**src/rtl/cpe_pkg.sv**
```systemverilog
package cpe_pkg;
    localparam int SW = 16;

    typedef struct packed {
        logic signed [SW-1:0] re;
        logic signed [SW-1:0] im;
    } cplx_t;

    typedef enum logic [2:0] {
        S_FILL, S_VSTART, S_VWAIT, S_RSEL, S_RWAIT, S_SEND
    } st_e;
endpackage

```
**src/rtl/cpe_symbuf.sv**
```systemverilog
module cpe_symbuf
    import cpe_pkg::*;
#(
    parameter int DEPTH = 50,
    parameter int AB    = 6
) (
    input  logic          clk,
    input  logic          rst_n,
    input  logic          wr_en,
    input  logic [AB-1:0] wr_addr,
    input  logic          wr_ref,
    input  cplx_t         wr_data,
    input  logic [AB-1:0] rd_addr,
    output logic          rd_ref,
    output cplx_t         rd_data
);
    logic [2*SW:0] mem_q [DEPTH];

    always_ff @(posedge clk) begin
        if (wr_en) mem_q[wr_addr] <= {wr_ref, wr_data};
    end

    assign {rd_ref, rd_data} = mem_q[rd_addr];

    // writes only land inside the symbol buffer
    assert_wr_in_range_R3: assert property (@(posedge clk) disable iff (!rst_n)
        wr_en |-> (int'(wr_addr) < DEPTH));
endmodule

```
**src/rtl/cpe_cordic.sv**
```systemverilog
module cpe_cordic
    import cpe_pkg::*;
#(
    parameter int ITER = 16,
    parameter int AW   = 20,
    parameter int GB   = 4
) (
    input  logic          clk,
    input  logic          rst_n,
    input  logic          start,
    input  logic          rot_mode,
    input  cplx_t         din,
    input  logic [AW-1:0] zin,
    output logic          done,
    output cplx_t         dout,
    output logic [AW-1:0] zout
);
    localparam int  IW  = SW + GB + 2;
    localparam int  ITW = $clog2(ITER + 1);
    localparam int  FB  = 16;
    localparam int  SH  = FB + GB;
    localparam int  PW  = IW + FB + 2;
    localparam real PI  = 3.14159265358979323846;

    function automatic logic [ITER*AW-1:0] mk_atan();
        logic [ITER*AW-1:0] t;
        real p;
        t = '0;
        p = 1.0;
        for (int i = 0; i < ITER; i++) begin
            t[i*AW +: AW] = AW'($rtoi($atan(p) / (2.0 * PI) * (2.0 ** AW) + 0.5));
            p = p / 2.0;
        end
        return t;
    endfunction

    function automatic int inv_gain();
        real g;
        real p;
        g = 1.0;
        p = 1.0;
        for (int i = 0; i < ITER; i++) begin
            g = g * $sqrt(1.0 + p * p);
            p = p / 2.0;
        end
        return $rtoi((2.0 ** FB) / g + 0.5);
    endfunction

    localparam logic [ITER*AW-1:0]  ATAN = mk_atan();
    localparam int                  INVK = inv_gain();
    localparam logic [AW-1:0]       HALF = AW'(1) << (AW - 1);
    localparam logic signed [PW-1:0] RND = PW'(2 ** (SH - 1));
    localparam logic signed [PW-1:0] HI  = PW'(2 ** (SW - 1) - 1);
    localparam logic signed [PW-1:0] LO  = -HI - PW'(1);

    typedef struct packed {
        logic                 busy;
        logic                 mode;
        logic [ITW-1:0]       it;
        logic signed [IW-1:0] x;
        logic signed [IW-1:0] y;
        logic [AW-1:0]        z;
        logic                 done;
        cplx_t                res;
    } cst_t;

    cst_t q, d;
    logic signed [IW-1:0] sx, sy, lx, ly;
    logic [AW-1:0]        at;
    logic signed [PW-1:0] px, py, rx, ry;

    function automatic logic signed [SW-1:0] sat(input logic signed [PW-1:0] v);
        if (v > HI) return HI[SW-1:0];
        if (v < LO) return LO[SW-1:0];
        return v[SW-1:0];
    endfunction

    always_comb begin
        d      = q;
        d.done = 1'b0;
        sx     = q.x >>> q.it;
        sy     = q.y >>> q.it;
        at     = (int'(q.it) < ITER) ? ATAN[int'(q.it)*AW +: AW] : '0;
        lx     = {{(IW-SW-GB){din.re[SW-1]}}, din.re, {GB{1'b0}}};
        ly     = {{(IW-SW-GB){din.im[SW-1]}}, din.im, {GB{1'b0}}};
        px     = PW'(q.x) * PW'(INVK);
        py     = PW'(q.y) * PW'(INVK);
        rx     = (px + RND) >>> SH;
        ry     = (py + RND) >>> SH;
        if (!q.busy) begin
            if (start) begin
                d.busy = 1'b1;
                d.mode = rot_mode;
                d.it   = '0;
                d.x    = lx;
                d.y    = ly;
                if (rot_mode) begin
                    d.z = zin;
                    if (zin[AW-1] ^ zin[AW-2]) begin
                        d.x = -lx;
                        d.y = -ly;
                        d.z = zin + HALF;
                    end
                end else begin
                    d.z = '0;
                    if (lx[IW-1]) begin
                        d.x = -lx;
                        d.y = -ly;
                        d.z = HALF;
                    end
                end
            end
        end else if (int'(q.it) == ITER) begin
            d.busy   = 1'b0;
            d.done   = 1'b1;
            d.res.re = sat(rx);
            d.res.im = sat(ry);
        end else begin
            d.it = q.it + 1'b1;
            if (q.mode ? !q.z[AW-1] : q.y[IW-1]) begin
                d.x = q.x - sy;
                d.y = q.y + sx;
                d.z = q.mode ? q.z - at : q.z - at;
            end else begin
                d.x = q.x + sy;
                d.y = q.y - sx;
                d.z = q.z + at;
            end
        end
    end

    always_ff @(posedge clk or negedge rst_n) begin
        if (!rst_n) q <= '0;
        else        q <= d;
    end

    assign done = q.done;
    assign dout = q.res;
    assign zout = q.z;

    // a result is announced once, then the engine idles
    assert_done_single_R5: assert property (@(posedge clk) disable iff (!rst_n)
        q.done |=> !q.done);
    // the controller never restarts a busy engine
    assert_start_idle_R5: assert property (@(posedge clk) disable iff (!rst_n)
        start |-> !q.busy);
endmodule

```
**src/rtl/cpe_corrector.sv**
```systemverilog
module cpe_corrector
    import cpe_pkg::*;
#(
    parameter int NSC  = 50,
    parameter int ITER = 16,
    parameter int AW   = 20,
    parameter int IXW  = $clog2(NSC)
) (
    input  logic                 clk,
    input  logic                 rst_n,
    input  logic [IXW-1:0]       cfg_ref_idx,
    input  logic [1:0]           cfg_ref_code,
    input  logic                 in_valid,
    output logic                 in_ready,
    input  logic                 in_sos,
    input  logic [IXW-1:0]       in_idx,
    input  logic signed [SW-1:0] in_re,
    input  logic signed [SW-1:0] in_im,
    output logic                 out_valid,
    input  logic                 out_ready,
    output logic                 out_sos,
    output logic signed [SW-1:0] out_re,
    output logic signed [SW-1:0] out_im,
    output logic                 sym_err
);
    localparam int CW = $clog2(NSC + 1);

    typedef struct packed {
        st_e           st;
        logic [CW-1:0] cnt;
        logic [CW-1:0] rd;
        cplx_t         refs;
        logic [AW-1:0] corr;
        logic          first;
        logic          err;
        cplx_t         obuf;
    } top_t;

    top_t q, d;

    logic          wr_en, rd_ref, is_ref, cs, cmode, cdone, open;
    logic [CW-1:0] wr_addr;
    cplx_t         rd_data, cin, cout;
    logic [AW-1:0] czin, cz, expang;

    assign expang = {cfg_ref_code, 1'b1, {(AW-3){1'b0}}};
    assign is_ref = (in_idx == cfg_ref_idx);
    assign open   = in_sos || (q.cnt != '0);

    always_comb begin
        d       = q;
        d.err   = 1'b0;
        wr_en   = 1'b0;
        wr_addr = q.cnt;
        cs      = 1'b0;
        cmode   = 1'b0;
        cin     = q.refs;
        czin    = q.corr;
        unique case (q.st)
            S_FILL: if (in_valid) begin
                if (in_sos) begin
                    d.err   = (q.cnt != '0);
                    wr_addr = '0;
                    d.cnt   = CW'(1);
                end else if (q.cnt != '0) begin
                    d.cnt = q.cnt + 1'b1;
                end
                wr_en = open;
                if (open && is_ref) d.refs = '{re: in_re, im: in_im};
                if (d.cnt == CW'(NSC)) d.st = S_VSTART;
            end
            S_VSTART: begin
                cs   = 1'b1;
                d.st = S_VWAIT;
            end
            S_VWAIT: if (cdone) begin
                d.corr  = expang - cz;
                d.rd    = '0;
                d.first = 1'b1;
                d.st    = S_RSEL;
            end
            S_RSEL: begin
                cin   = rd_data;
                cmode = 1'b1;
                if (q.rd == CW'(NSC)) begin
                    d.cnt = '0;
                    d.st  = S_FILL;
                end else if (rd_ref) begin
                    d.rd = q.rd + 1'b1;
                end else begin
                    cs   = 1'b1;
                    d.st = S_RWAIT;
                end
            end
            S_RWAIT: if (cdone) begin
                d.obuf = cout;
                d.st   = S_SEND;
            end
            S_SEND: if (out_ready) begin
                d.first = 1'b0;
                d.rd    = q.rd + 1'b1;
                d.st    = S_RSEL;
            end
            default: d.st = S_FILL;
        endcase
    end

    always_ff @(posedge clk or negedge rst_n) begin
        if (!rst_n) q <= '0;
        else        q <= d;
    end

    cpe_symbuf #(.DEPTH(NSC), .AB(CW)) u_buf (
        .clk(clk), .rst_n(rst_n), .wr_en(wr_en), .wr_addr(wr_addr), .wr_ref(is_ref),
        .wr_data('{re: in_re, im: in_im}), .rd_addr(q.rd), .rd_ref(rd_ref), .rd_data(rd_data)
    );

    cpe_cordic #(.ITER(ITER), .AW(AW)) u_cordic (
        .clk(clk), .rst_n(rst_n), .start(cs), .rot_mode(cmode), .din(cin), .zin(czin),
        .done(cdone), .dout(cout), .zout(cz)
    );

    assign in_ready  = (q.st == S_FILL);
    assign out_valid = (q.st == S_SEND);
    assign out_sos   = out_valid && q.first;
    assign out_re    = q.obuf.re;
    assign out_im    = q.obuf.im;
    assign sym_err   = q.err;

    assert_hold_R10: assert property (@(posedge clk) disable iff (!rst_n)
        (out_valid && !out_ready) |=> (out_valid && $stable(out_re) && $stable(out_im) && $stable(out_sos)));
    assert_full_before_out_R2: assert property (@(posedge clk) disable iff (!rst_n)
        out_valid |-> (q.cnt == CW'(NSC)));
    assert_stop_intake_R2: assert property (@(posedge clk) disable iff (!rst_n)
        (in_valid && in_ready && !in_sos && q.cnt == CW'(NSC-1)) |=> !in_ready);
    assert_err_cause_R8: assert property (@(posedge clk) disable iff (!rst_n)
        sym_err |-> $past(in_valid && in_ready && in_sos));
    assert_sos_once_R4: assert property (@(posedge clk) disable iff (!rst_n)
        (out_sos && out_ready) |=> !out_sos);
endmodule

```
**config.mk**
```make
export PLATFORM = sky130hd
export DESIGN_NAME = cpe_corrector
export DESIGN_NICKNAME = d
export VERILOG_FILES = /design/src/rtl/cpe_pkg.sv /design/src/rtl/cpe_symbuf.sv /design/src/rtl/cpe_cordic.sv /design/src/rtl/cpe_corrector.sv
export SDC_FILE = /design/constraint.sdc
export NUM_CORES = 2
export LEC_CHECK = 0
export ABC_AREA = 1
export BUFFER_PORTS_ARGS = -buffer_cell sky130_fd_sc_hd__buf_2
export CORE_AREA = 2 2 398 400
export DETAILED_ROUTE_END_ITERATION = 7
export DIE_AREA = 0 0 400 402
export HOLD_SLACK_MARGIN = 0.15
export PLACE_DENSITY = 0.8
export SYNTH_ARGS = -nofsm -noshare
export SYNTH_HDL_FRONTEND = slang
export SYNTH_SLANG_ARGS = --single-unit
```
**constraint.sdc**
```tcl
create_clock -name clk -period 6.3 [get_ports clk]
set_input_delay 1.575 -clock clk [delete_from_list [all_inputs] [get_ports clk]]
set_output_delay 1.575 -clock clk [all_outputs]
set_load 0.005 [all_outputs]
```
; ---- Yosys cells after proc, flatten, opt, wreduce, memory -nomap -nowiden
; Memory sizes are Yosys's and may differ from the RTL's.
; Cells that the tools add are included.
[totals]
register_bits = 205
ram_bits = 1650
inputBits = 51
out_inout_bits = 36
memories = 1
[op_classes]
addsub = 15
multipliers = 3
order_cmp = 5
n_eq_ne = 19
shift = 3
mux = 72
n_bitwise = 2
reduce_logical = 20
[mem_list]
columns = memory, words, word_bits, read_ports, rd_ports_with_merged_regs, wr, line
row1 = u_buf.mem_q, 50, 33, 1, 0, 1, cpe_symbuf.sv:17  ; logic [2*SW:0] mem_q [DEPTH];
[op_table]
columns = operator, n
row1 = variable part select 320 x 32 -> 20 bit (first input constant), 1
row2 = two-way mux 64 bit, 4
row3 = two-way mux 69 bit, 2
row4 = two-way mux 16 bit, 8
row5 = adder 39 x 21 -> 40 bit (second input constant), 2
row6 = multiplier 22 x 17 -> 39 bit (second input constant), 2
row7 = two-way mux 6 bit, 12
row8 = two-way mux 71 bit, 1
row9 = two-way mux 33 bit, 2
row10 = adder 22 bit, 2
row11 = negation 20 -> 22 bit, 2
row12 = >>> shifter 22 x 5 -> 22 bit, 2
row13 = subtractor 22 bit, 2
row14 = > comparator 20 x 16 -> 1 bit (second input constant), 2
row15 = < comparator 20 x 16 -> 1 bit (second input constant), 2
row16 = subtractor 20 bit, 2
row17 = two-way mux 32 bit, 1
row18 = two-way mux 1 bit, 29
row19 = adder 20 bit, 1
row20 = adder 20 bit (second input constant), 1
row21 = two-way mux 20 bit, 1
row22 = two-way mux 3 bit, 6
row23 = case mux 3 bit (6 select lines), 1
row24 = case mux 6 bit (3 select lines), 1
row25 = 29 further kinds, 50

; ---- Longest topological paths before layout
[depth]
word_depth = 13
depth_mapped = 34
mapped_depth_nobuf = 33

; ---- Modules after synthesis
; Synthesis repeated with hierarchy kept, for this count alone.
[unflattened]
cells_unflattened = 10022
area_unflattened_um2 = 100038.4
[by_module_without_submodules]
columns = mod, instances, cells_per_inst, area_per_inst_um2, seq_area_each_um2
row1 = cpe_symbuf, 1, 5536, 66209.8, 49547.5
row2 = cpe_cordic, 1, 3813, 28371.0, 2602.5
row3 = cpe_corrector, 1, 673, 5457.7, 2527.4

; ---- Worst setup path after synthesis
; Ideal clock, no wire load.
[synth_path]
path_kind = input-to-reg
startpoint = input port cfg_ref_idx[5]
endpoint = register q[57] (netlist name)
setup_ns = 0.125
t_arrival_ns = 7.770
required_ns = 6.175
path_slack_ns = -1.595
path_stages = 5
path_buffers = 1
cell_sequence = or2_2 a2111oi_0 nand2_2 buf_2 mux2_2
[synth_via]
elab_chain_len = 3
[synth_lines]
columns = element, line
row1 = start: declaration, cpe_corrector.sv:11  ; input logic [IXW-1:0] cfg_ref_idx,
row2 = equality test 6 bit, cpe_corrector.sv:47  ; assign is_ref = (in_idx == cfg_ref_idx);
row3 = named net is_ref, cpe_corrector.sv:41  ; logic wr_en, rd_ref, is_ref, cs, cmode, cdone, open;
row4 = logical AND 1 bit, cpe_corrector.sv:69  ; if (open && is_ref) d.refs = '{re: in_re, im: in_im};
row5 = AND reduction 3 bit (no source line), n/a
row6 = end signal: assignment, cpe_corrector.sv:109  ; if (!rst_n) q <= '0;
row7 = end signal: assignment, cpe_corrector.sv:110  ; else q <= d;
row8 = end: declaration, cpe_corrector.sv:39  ; top_t q, d;
; The timed path passes the listed nets, and every way through them passes these cells.
; A chain may end at the register's enable or synchronous reset.

; ---- Worst setup path after layout
[layout_path]
startpoint = register u_cordic.q[90] (netlist name)
endpoint = register u_cordic.q, in the netlist u_cordic.dout[29]
[layout_via]
elab_chain_len = 9
[layout_lines]
columns = element, line
row1 = start: declaration, cpe_cordic.sv:67  ; cst_t q, d;
row2 = start signal: assignment, cpe_cordic.sv:133  ; if (!rst_n) q <= '0;
row3 = start signal: assignment, cpe_cordic.sv:134  ; else q <= d;
row4 = multiplier 22 x 17 -> 39 bit *, cpe_cordic.sv:86  ; px = PW'(q.x) * PW'(INVK);
row5 = adder 39 x 21 -> 40 bit *, cpe_cordic.sv:88  ; rx = (px + RND) >>> SH;
row6 = < comparator 20 x 16 -> 1 bit, cpe_cordic.sv:74  ; if (v < LO) return LO[SW-1:0];
row7 = two-way mux 1 bit (2 in series), cpe_cordic.sv:74
row8 = two-way mux 1 bit, cpe_cordic.sv:113  ; end else if (int'(q.it) == ITER) begin
row9 = two-way mux 1 bit, cpe_cordic.sv:90  ; if (!q.busy) begin
row10 = two-way mux 16 bit, cpe_cordic.sv:75  ; return v[SW-1:0];
row11 = two-way mux 16 bit *, cpe_cordic.sv:74
; Mark *: on every way between the ends. The rest lies on a longest branch, timed or not. The select of a mux whose other input is x is not followed.

==> impl_metrics.csv <==
group,metric,value,unit
floorplan,initial_core_util,63.5,%
power,finalPower,33.8,mW
floorplan,rows,146,
sta,skew,72.6,ps
final_layout,fin_util,69.3,%
routing,via_per_inst,6.10,
sta,slew_headroom,10.2,%
clock_network,tritoncts,"yes",
final_layout,seqCellArea,54700,sq um
clock_network,htreeDepth,4,
hold_path,min_from,"czin[5]",
setup_path,ff2ff_path_depth,25,
final_layout,multi_input_area,39200,sq um
placed_design,dp.cells,11900,
hold_path,hold_path.class,"reg -> reg",
sta,setup_slack,420,ps
placed_design,gp_congestion,0.952,
routing,wl_met1,105000,um
clock_network,clkSlewWorstSetupHoldPaths,60,ps
routing,ant_nets,0,
power,p_leak,46.0,nW
power,irDropWorstVdd,0.670,mV
synth,ys.warnings.count,0,
sta,finalCritPeriodShare,93.3,%
placed_design,dp_hpwl,180000,um
synth,synth_area,99800,sq um
routing,top_layer_used,"met5",
setup_path,cp-end-kind,"flop",
placed_design,pre_cts_ws,10.6,ps
grt,antenna_found_initial,6,
sta,final-max-slew-violation-count,0,
synth,ys_seq_area_share,54.8,%
synth,synth-main-ff-cell,"edfxtp_1",
synth,synthMuxAreaShare,0.698,%
final_layout,stdcell_count,12300,
final_layout,final_common_cell,"nand2_1",
final_layout,syn_to_final_growth,9.03,%
synth,synth_edf_count,1650,
setup_path,critPathMaxFanout,6,
setup_path,regToRegStartpoint,"u_cordic.q[90]",
setup_path,ff2ff_setup_slack,420,ps
synth,synth_top_family_by_area,"simple AND/OR/NAND/NOR gates",
clock_network,cts_buffer_depth,3,
floorplan,die_w,400,um
routing,vias,74900,
power,powerDensity,311,nW/um^2
placed_design,port_buffers,86,
floorplan,ios,87,
clock_network,cts_hold_buf,0,
clock_network,cts_buffers,183,
synth,synth_adder_area_share,11.7,%
floorplan,core_area,157000,sq um
synth,syn_avg_cell_area,9.94,sq um
grt,grt_overflow_total,0,
synth,synthXorXnorAreaFrac,1.38,%
final_layout,n_fill_cell,11300,
routing,drtIter0Drc,10200,
final_layout,fin_nets,10800,
final_layout,most-common-layout-cells,"nand2_1, edfxtp_1, nor2_1",
clock_network,cts.sinks,1855,
hold_path,hold_depth,2,
floorplan,die-height,402,um
setup_path,cp.required,7000,ps
routing,wl_met3,31900,um
synth,synth_nets,10800,
sta,fmax,170,MHz
run,drv_cap,0,
floorplan,die-area,161000,sq um
sta,final_period_minus_worst_setup_slack,5880,ps
outcome,status,"finished, final reports clean",
routing,dr_wl_met2,134000,um
setup_path,rr_endpoint,"u_cordic.dout[29]",
sta,setup_viol,0,
synth,yosys.area_share.simple,16.5,%
routing,route.detailed.drc,0,
grt,grtUsageTotal,35.5,%
synth,yosys.cell_types.count,62,
synth,synth-compound-area-share,8.48,%
sta,final_hold_viol_count,0,
clock_network,clk_latency,850,ps
routing,avgRoutedWirePerCell,23.4,um
setup_path,worstSetupPathType,"reg -> reg",
sta,worst_pin_slew,1340,ps
clock_network,cts_root_buffer,"clkbuf_16",
routing,dr.pass1.iters,6,
grt,first_global_vias,73000,
setup_path,cp-start-kind,"flop",
synth,ys_async_sr_fraction,11.1,%
grt,grt_max_degree,184,
routing,drt_wl_total,287000,um
hold_path,hold_end,"czin[5]",
synth,synth_cells,10000,
setup_path,crit_arrival,6580,ps
synth,yosys_register_bits,1855,
final_layout,drive_above_1_share,7.26,%
grt,grt_pass1_wl,432000,um
-- area by class of cell --
cell class                      count  share of cell area (%)
Clock buffer                      235                    4.47
Sequential cell                  1855                    50.3
Multi-Input combinational cell   6703                    36.0
Clock inverter                    109                    1.15
Inverter                         1020                    3.54
Tap cell                         2072                    2.38
Antenna cell                        2                 0.00460
Timing Repair Buffer              285                    2.17
-- timing repair --
item / in CTS / in global routing
pin swaps: 0 / 1
setup buffers: 0 / 5
resized for setup: 1 / 14
setup endpoints to repair: 1 / 30
-- synth_stat cells (5+ instances only) --
cell type	instances	area, sq um
nand2_1	2248	8440
edfxtp_1	1650	49500
nor2_1	1306	4900
inv_1	1009	3790
o21ai_0	769	3850
nand3_1	439	2200
ha_1	430	5380
a21oi_1	422	2110
fa_1	315	6310
buf_2	211	1060
dfrtp_1	205	5130
o21ai_1	173	866
clkbuf_1	119	447
xor2_1	105	920
o22ai_1	84	526
buf_4	67	503
mux2_2	61	687
xnor2_1	52	455
nand4_1	40	250
buf_6	38	428
nor3_1	37	185
a31oi_1	34	213
buf_1	32	120
o211ai_1	26	195
a22oi_1	17	128
or2_2	14	87.6
a21o_1	13	97.6
o31ai_1	11	82.6
nand3b_1	10	75.1
nor4_1	10	62.6
o21bai_1	8	60.1
a211oi_1	7	52.6
nand2_2	7	43.8
a21boi_0	6	45.0
inv_2	6	22.5
nor2_2	6	37.5
nor2_4	6	67.6
o221ai_1	6	52.6
o2111ai_1	5	43.8
-- how the worst max path moves through the flow --
stage / to / depth (start not counted) / from / slack, ps
after global placement: u_cordic.dout[28] / 24 / u_cordic.q[93] / 110
after detailed placement: u_cordic.dout[29] / 26 / u_cordic.q[90] / 10
after global routing: u_cordic.dout[24] / 25 / u_cordic.q[90] / -50
after floorplan: u_cordic.dout[20] / 24 / u_cordic.q[96] / 480
after CTS: u_cordic.dout[9] / 25 / u_cordic.q[72] / 200
final: u_cordic.dout[29] / 25 / u_cordic.q[90] / 420
-- logic make-up (layout without fill, tap and decap cells) --
family,count (synthesis),in the layout
flops,1855,1855
simple gates,4141,4141
compound gates,1598,1598
other cells,0,2
mux,62,62
fa+ha+maj,745,745
buf+inv,1488,1649
xor+xnor,157,157
-- per-stage QoR --
| stage | instance area (sq um) | TNS, ps | hold WS, ps |
|---|---|---|---|
| finish | 109000 | 0 | 480 |
| global route | 109000 | -445 | 503 |
| CTS | 109000 | 0 | 482 |
| detailed placement | 103000 | 0 | 466 |
| global placement | 103000 | 0 | 456 |
| floorplan | 99800 | 0 | 442 |
-- worst max-delay path, stage by stage (launching register included) --
cell and delay, ps:
dfrtp_1 440, buf_4 210, ha_1 300, inv_1 60, fa_1 460, fa_1 580, inv_1 60, fa_1 490
fa_1 490, inv_1 50, fa_1 470, inv_1 40, ha_1 300, a21oi_1 200, o21ai_0 110, a21oi_1 120
o21ai_0 160, a21oi_1 350, inv_1 90, a21oi_1 230, o21ai_0 130, xor2_1 170, nand2_1 100, nand2_1 60
nand2_1 60, nand2_1 50
-- state kept, by name (all words and copies together) (netlist names) --
signal	flops
q	48
out_re	16
sym_err	1
u_cordic.done	1
u_cordic.q	51
u_buf.mem_q	1650
out_im	16
u_cordic.dout	32
u_cordic.zout	20
czin	20
-- metal layers --
metal,track usage [%],vias to the layer above
li1,-,33600
met2,56.6,4556
met4,17.8,12
met1,46.8,35800
met5,0,-
met3,6.91,926
-- where the power goes --
part	switching [mW]	internal, mW
Sequential	0.0965	13.6
Clock	4.82	6.29
Combinational	6.03	3.00
Total	10.9	22.9
No activity file was read; power rests on OpenSTA's default activity.
